### config.mk
export PLATFORM = sky130hd
export DESIGN_NAME = halfper_avg
export DESIGN_NICKNAME = d
export VERILOG_FILES = /design/src/rtl/hpavg_pkg.sv /design/src/rtl/hpavg_clkgen.sv /design/src/rtl/hpavg_lane.sv /design/src/rtl/hpavg_fifo.sv /design/src/rtl/halfper_avg.sv
export SDC_FILE = /design/constraint.sdc
export NUM_CORES = 2
export LEC_CHECK = 0
export ABC_CLOCK_PERIOD_IN_PS = 13100
export BUFFER_PORTS_ARGS = -buffer_cell sky130_fd_sc_hd__buf_2
export CORE_MARGIN = 10
export CORE_UTILIZATION = 40
export CTS_CLUSTER_SIZE = 8
export DETAILED_ROUTE_END_ITERATION = 16
export PLACE_DENSITY = 0.54
export SYNTH_ARGS = -nofsm -noshare
export SYNTH_HDL_FRONTEND = slang
export SYNTH_SLANG_ARGS = --single-unit
### constraint.sdc
create_clock -name clk -period 13.1 [get_ports clk]
set_clock_uncertainty 0.15 [all_clocks]
set_input_delay 3.275 -clock clk [delete_from_list [all_inputs] [get_ports clk]]
set_output_delay 3.275 -clock clk [all_outputs]
set_load 0.05 [all_outputs]
### src/rtl/hpavg_pkg.sv
package hpavg_pkg;
  typedef enum logic {LVL_LOW = 1'b0, LVL_HIGH = 1'b1} lvl_e;

  function automatic logic [7:0] clamp_u8(input logic [7:0] v, input logic [7:0] lim);
    return (v > lim) ? lim : v;
  endfunction
endpackage

### src/rtl/hpavg_clkgen.sv
module hpavg_clkgen
  import hpavg_pkg::*;
#(
  parameter int unsigned HL_W    = 16,
  parameter int unsigned PERIODS = 2048,
  parameter int unsigned PER_W   = $clog2(PERIODS)
) (
  input  logic             clk,
  input  logic             rst_n,
  input  logic             start_i,
  input  logic [HL_W-1:0]  half_len_i,
  output logic             run_o,
  output logic [HL_W-1:0]  phase_o,
  output logic             level_o,
  output logic [PER_W-1:0] period_o,
  output logic             lvl_end_o,
  output logic             frame_end_o
);
  logic             run_q, run_n;
  logic [HL_W-1:0]  phase_q, phase_n, hl_q, hl_n;
  lvl_e             lvl_q, lvl_n;
  logic [PER_W-1:0] per_q, per_n;
  logic             lvl_end, frame_end;

  always_comb begin
    run_n     = run_q;
    phase_n   = phase_q;
    lvl_n     = lvl_q;
    per_n     = per_q;
    hl_n      = hl_q;
    lvl_end   = run_q && (phase_q == hl_q - HL_W'(1));
    frame_end = lvl_end && (lvl_q == LVL_HIGH) && (per_q == PER_W'(PERIODS - 1));
    if (!run_q) begin
      if (start_i) begin
        run_n   = 1'b1;
        phase_n = '0;
        lvl_n   = LVL_LOW;
        per_n   = '0;
        hl_n    = half_len_i;
      end
    end else if (lvl_end) begin
      phase_n = '0;
      if (lvl_q == LVL_HIGH) begin
        lvl_n = LVL_LOW;
        if (frame_end) run_n = 1'b0;
        else           per_n = per_q + PER_W'(1);
      end else begin
        lvl_n = LVL_HIGH;
      end
    end else begin
      phase_n = phase_q + HL_W'(1);
    end
  end

  always_ff @(posedge clk or negedge rst_n) begin
    if (!rst_n) begin
      run_q   <= 1'b0;
      phase_q <= '0;
      lvl_q   <= LVL_LOW;
      per_q   <= '0;
      hl_q    <= '0;
    end else begin
      run_q   <= run_n;
      phase_q <= phase_n;
      lvl_q   <= lvl_n;
      per_q   <= per_n;
      hl_q    <= hl_n;
    end
  end

  assign run_o       = run_q;
  assign phase_o     = phase_q;
  assign level_o     = lvl_q;
  assign period_o    = per_q;
  assign lvl_end_o   = lvl_end;
  assign frame_end_o = frame_end;
endmodule

### src/rtl/hpavg_lane.sv
module hpavg_lane #(
  parameter int unsigned SMP_W = 12,
  parameter int unsigned ACC_W = 18,
  parameter int unsigned SH_W  = 3
) (
  input  logic             clk,
  input  logic             rst_n,
  input  logic             take_i,
  input  logic             close_i,
  input  logic [SMP_W-1:0] smp_i,
  input  logic [SH_W-1:0]  shift_i,
  output logic [SMP_W-1:0] avg_o
);
  logic signed [ACC_W-1:0] acc_q, acc_n, acc_sum, addend, shifted;

  always_comb begin
    addend  = take_i ? {{(ACC_W-SMP_W){smp_i[SMP_W-1]}}, smp_i} : '0;
    acc_sum = acc_q + addend;
    shifted = acc_sum >>> shift_i;
    avg_o   = shifted[SMP_W-1:0];
    acc_n   = close_i ? '0 : acc_sum;
  end

  always_ff @(posedge clk or negedge rst_n) begin
    if (!rst_n) acc_q <= '0;
    else        acc_q <= acc_n;
  end
endmodule

### src/rtl/hpavg_fifo.sv
module hpavg_fifo #(
  parameter int unsigned W     = 108,
  parameter int unsigned DEPTH = 16
) (
  input  logic         clk,
  input  logic         rst_n,
  input  logic         push_i,
  input  logic [W-1:0] din_i,
  input  logic         pop_i,
  output logic [W-1:0] dout_o,
  output logic         empty_o,
  output logic         full_o
);
  localparam int unsigned AW = $clog2(DEPTH);

  logic [W-1:0] mem [DEPTH];
  logic [AW:0]  wp_q, wp_n, rp_q, rp_n;
  logic         do_push, do_pop;

  always_comb begin
    empty_o = (wp_q == rp_q);
    full_o  = (wp_q[AW-1:0] == rp_q[AW-1:0]) && (wp_q[AW] != rp_q[AW]);
    do_push = push_i && !full_o;
    do_pop  = pop_i && !empty_o;
    wp_n    = do_push ? wp_q + (AW+1)'(1) : wp_q;
    rp_n    = do_pop  ? rp_q + (AW+1)'(1) : rp_q;
    dout_o  = mem[rp_q[AW-1:0]];
  end

  always_ff @(posedge clk or negedge rst_n) begin
    if (!rst_n) begin
      wp_q <= '0;
      rp_q <= '0;
    end else begin
      wp_q <= wp_n;
      rp_q <= rp_n;
    end
  end

  always_ff @(posedge clk) begin
    if (do_push) mem[wp_q[AW-1:0]] <= din_i;
  end
endmodule

### src/rtl/halfper_avg.sv
module halfper_avg
  import hpavg_pkg::*;
#(
  parameter int unsigned NLINES     = 8,
  parameter int unsigned SMP_W      = 12,
  parameter int unsigned MAX_LOG2   = 6,
  parameter int unsigned HL_W       = 16,
  parameter int unsigned PERIODS    = 2048,
  parameter int unsigned FIFO_DEPTH = 16,
  localparam int unsigned SH_W      = $clog2(MAX_LOG2 + 1),
  localparam int unsigned PER_W     = $clog2(PERIODS),
  localparam int unsigned WORD_W    = NLINES * SMP_W + 1 + PER_W
) (
  input  logic                    clk,
  input  logic                    rst_n,
  input  logic                    start,
  input  logic [HL_W-1:0]         half_len,
  input  logic [HL_W-1:0]         settle_len,
  input  logic [SH_W-1:0]         avg_log2,
  input  logic                    smp_valid,
  input  logic [NLINES*SMP_W-1:0] smp_data,
  output logic                    mod_clk,
  input  logic                    cube_rd,
  output logic                    cube_empty,
  output logic [WORD_W-1:0]       cube_word,
  output logic                    frame_done,
  output logic                    overflow
);
  localparam int unsigned ACC_W = SMP_W + MAX_LOG2;
  localparam int unsigned CNT_W = MAX_LOG2 + 1;

  logic                    run, level, lvl_end, frame_end, cfg_load, take, fifo_full;
  logic [HL_W-1:0]         phase, settle_q, settle_n;
  logic [SH_W-1:0]         shift_q, shift_n, shift_clamped;
  logic [CNT_W-1:0]        used_q, used_n, limit;
  logic [PER_W-1:0]        period;
  logic [NLINES*SMP_W-1:0] avgs;
  logic [WORD_W-1:0]       entry;
  logic                    done_q, done_n, ovf_q, ovf_n;

  hpavg_clkgen #(.HL_W(HL_W), .PERIODS(PERIODS), .PER_W(PER_W)) u_clkgen (
    .clk(clk), .rst_n(rst_n), .start_i(start), .half_len_i(half_len),
    .run_o(run), .phase_o(phase), .level_o(level), .period_o(period),
    .lvl_end_o(lvl_end), .frame_end_o(frame_end)
  );

  always_comb begin
    cfg_load      = start && !run;
    shift_clamped = SH_W'(clamp_u8(8'(avg_log2), 8'(MAX_LOG2)));
    settle_n      = cfg_load ? settle_len : settle_q;
    shift_n       = cfg_load ? shift_clamped : shift_q;
    limit         = CNT_W'(1) << shift_q;
    take          = run && smp_valid && (phase >= settle_q) && (used_q < limit);
    used_n        = lvl_end ? '0 : used_q + CNT_W'(take);
    done_n        = cfg_load ? 1'b0 : (done_q || frame_end);
    ovf_n         = cfg_load ? 1'b0 : (ovf_q || (lvl_end && fifo_full));
  end

  always_ff @(posedge clk or negedge rst_n) begin
    if (!rst_n) begin
      settle_q <= '0;
      shift_q  <= '0;
      used_q   <= '0;
      done_q   <= 1'b0;
      ovf_q    <= 1'b0;
    end else begin
      settle_q <= settle_n;
      shift_q  <= shift_n;
      used_q   <= used_n;
      done_q   <= done_n;
      ovf_q    <= ovf_n;
    end
  end

  for (genvar l = 0; l < NLINES; l++) begin : g_lane
    hpavg_lane #(.SMP_W(SMP_W), .ACC_W(ACC_W), .SH_W(SH_W)) u_lane (
      .clk(clk), .rst_n(rst_n), .take_i(take), .close_i(lvl_end),
      .smp_i(smp_data[l*SMP_W +: SMP_W]), .shift_i(shift_q),
      .avg_o(avgs[l*SMP_W +: SMP_W])
    );
  end

  assign entry = {period, level, avgs};

  hpavg_fifo #(.W(WORD_W), .DEPTH(FIFO_DEPTH)) u_fifo (
    .clk(clk), .rst_n(rst_n), .push_i(lvl_end), .din_i(entry),
    .pop_i(cube_rd), .dout_o(cube_word), .empty_o(cube_empty), .full_o(fifo_full)
  );

  assign mod_clk    = level;
  assign frame_done = done_q;
  assign overflow   = ovf_q;
endmodule

==> impl_results.md <==
- Least-Margin Pin Slew: 1.333 ns
- CTS clk-pin slew, worst paths: 0.05 ns
- Sw frac: 34.35%
- Largest net degree at the start of global routing: 112
- Max Fanout on Critical Path: 45
- Max-Cap Viols: 0
- Sequential Power Share: 36.1%
- Pleak: 0.03394 uW
- RD Place Congestion: 0.8352
- Final ANT Viol Nets: 0
- Int Pwr: 15120 uW
- EDFF count, synth: 1728
- Slew headroom: 11.11%
- DR vias/cell: 5.713
- Drt total wl: 233.8 mm
- Setup crit start: u_fifo.rp_q[0]
- Syn Std Cell Area: 84910 um^2
- Later-pin clock latency in the skew report: 0.93 ns
- Status: finished, final reports clean
- Root buf cell: clkbuf_16
- GR Util All Layers: 20.03%
- Worst VDD drop: 0.1732 mV
- Setup_tns: 0 ns
- Crit path kind: reg2out
- Commonest non-fill, non-tap cells in the layout: 1728 x edfxtp_1, 551 x mux4_2, 303 x clkbuf_16
- Pins Over Slew Limit: 0
- Multi-input logic area: 26270 um^2
- Yosys warns: 0
- CP startpoint kind: flop
- Dpl ws: 3.886 ns
- Cell variety after synth: 92
- Initial antenna violation count: 30
- Syn_area_per_cell: 17.62 um^2
- Commonest non-fill, non-tap cell in the layout: edfxtp_1
- CTS resizes: 0
- Async SR Flop Fraction: 11.61%
- Vias in the first global route: 48554
- CTS Buf Count: 296
- CTS tree: yes
- DIE WIDTH: 480.7 um
- Power Dens Cells: 235.1 nW/um^2
- Die Footprint: 231100 um^2
- Dominant synthesized flop cell: edfxtp_1
- Register area: 57600 um^2
- Final Cycle Share: 65.29%
- CP required: 9.68 ns
- Die height: 480.7 um
- Sw power: 7909 uW
- Fillcell total: 17935
- Drt pass-1 iters: 6
- Worst min-delay path category: reg2reg
- Fmax: 116.9 MHz
- Tot Pwr: 23020 uW
- FF-to-FF Start: shift_q[2]
- Combinational share of power: 34.5%
- Cell area after layout: 97920 um^2
- Hold-fix buffers, CTS: 0
- Critical Path AT: 5.13 ns
- Post-DP HPWL: 131.7 mm
- Post-synthesis cell count: 4818
- Layout cells sized above 1: 24.30%
- Synth top area share: 61.11%
- Initial Utilization: 40.12%
- Area growth syn-to-layout: 15.32%
- Synth area leader: edfxtp_1
- Core footprint: 211700 um^2
- Post-CTS setup buffer count: 0
- Drt initial violations: 4210
- Sequential share of the synthesized area: 67.80%
- Number of remaining DRC errors: 0
- Nets: 5534
- Hold_sp: u_fifo.rp_q[4]
- Total gr overflow: 0
- Htree depth: 5
- Mapped Nets: 5130
- Synthesized flop and latch total: 1955
- Number of cell rows: 169
- Final hold violation count: 0
- Clock power frac: 29.4%
- Final worst path period need: 8.553 ns
- Clk sinks: 1955
- Boundary pin count: 248
- Area contributors post-synth: edfxtp_1 61%, mux4_2 15%, dfrtp_1 6.7%
- Placement Cell Area: 89740 um^2
- CP endpoint kind: output port
- RSZ-0062 raised after global routing: no
- Final setup viols: 0
- Maximum buffer depth of the clock tree: 4
- Port Buf Inserts: 247
- Vias: 46834
- Wire per inst: 28.52 um
- Setup ws final: 4.547 ns
- First-pass GRT wire length: 341.2 mm
cell usage after synthesis, types with 6 or more instances:
library cell,n
edfxtp_1,1728
mux4_2,551
nor2_1,297
dfrtp_1,227
nand2_1,197
o21ai_0,187
clkbuf_1,180
ha_1,168
a21oi_1,157
and2_1,149
mux2i_1,130
xor2_1,91
a21o_1,71
xnor2_1,67
a211oi_1,51
inv_1,49
buf_1,47
nand3_1,44
nor3_1,36
mux2_2,26
nand4_1,26
or3_1,25
a31oi_1,24
o21bai_1,22
nand2b_1,21
and3_1,20
o211ai_1,16
nor2b_1,15
o21a_1,15
o221ai_1,12
a211o_1,10
nor3b_1,9
o22ai_1,9
buf_2,8
fa_1,8
or2_2,8
nand3b_1,7
nor4_1,6
o2111ai_1,6
power groups by stage:
stage / registers [uW] / clock network [uW] / logic, uW
after floorplan: 8210 / 0 / 5960
after global placement: 8420 / 0 / 8030
after detailed placement: 8430 / 0 / 8090
after CTS: 8310 / 6930 / 8110
after global routing: 8350 / 7190 / 8620
final: 8310 / 6770 / 7940
final cells by class:
cell class | count | area share (%)
Timing Repair Buffer | 349 | 2.195
Multi-Input combinational cell | 2568 | 26.83
Antenna cell | 7 | 0.01789
Tap cell | 2821 | 3.605
Sequential cell | 1955 | 58.82
Inverter | 52 | 0.2044
Clock buffer | 438 | 8.261
Clock inverter | 8 | 0.07028
path summary, 6_finish.rpt:
path / endpoint / slack [ns] / cells past startpoint
min reg2reg: u_fifo.rp_q[4] / 0.34 / 1
max: cube_word[36] / 4.55 / 5
min: u_fifo.rp_q[4] / 0.34 / 1
min in group asynchronous: u_clkgen.hl_q[6] / 2.15 / 1
max in group asynchronous: g_lane[4].u_lane.acc_q[7] / 8.44 / 3
max reg2reg: u_fifo.mem[1][47] / 5.04 / 20
flip-flops by register name, summed over array words and instances (netlist names):
name                 cells
u_fifo.rp_q              5
u_clkgen.run_o           1
u_clkgen.hl_q           16
u_clkgen.phase_o        16
used_q                   7
overflow                 1
u_fifo.wp_q              5
u_clkgen.level_o         1
g_lane.u_lane.acc_q    144
u_fifo.mem            1728
u_clkgen.period_o       11
frame_done               1
shift_q                  3
settle_q                16
routing by layer:
layer | up-vias | global-route usage, % | share of wire, %
li1 | 20148 | - | -
met1 | 24883 | 28.25 | 44
met2 | 1454 | 32.21 | 48
met3 | 339 | 3.635 | 5.9
met4 | 10 | 5.077 | 2.1
met5 | - | 0 | 0.030
cells by family (layout without fill, tap and decap cells):
group	count (synthesis)	after routing	share of synthesized area [%]
buf+inv	295	847	1.392
fa+ha+maj	176	176	2.664
flops	1955	1955	67.80
xor+xnor	164	164	1.795
mux	707	707	16.49
simple gates	889	889	5.163
other cells	0	7	0
compound gates	632	632	4.693
critical path: stages (launching register included):
cell and delay (ns):
dfrtp_4 0.97, buf_4 0.78, buf_4 0.87, mux4_2 0.59, mux4_2 0.56, buf_2 0.26
through the flow:
step / instances / util [%] / hold WS [ns]
detailed placement: 7745 / 42.40 / 0.3363
global route: 8196 / 46.26 / 0.3815
finish: 8198 / 46.26 / 0.3362
CTS: 8191 / 46.25 / 0.3437
global placement: 7745 / 42.40 / 0.3243
floorplan: 4818 / - / 0.2997
Note: power is estimated with default switching activity, not from simulation.
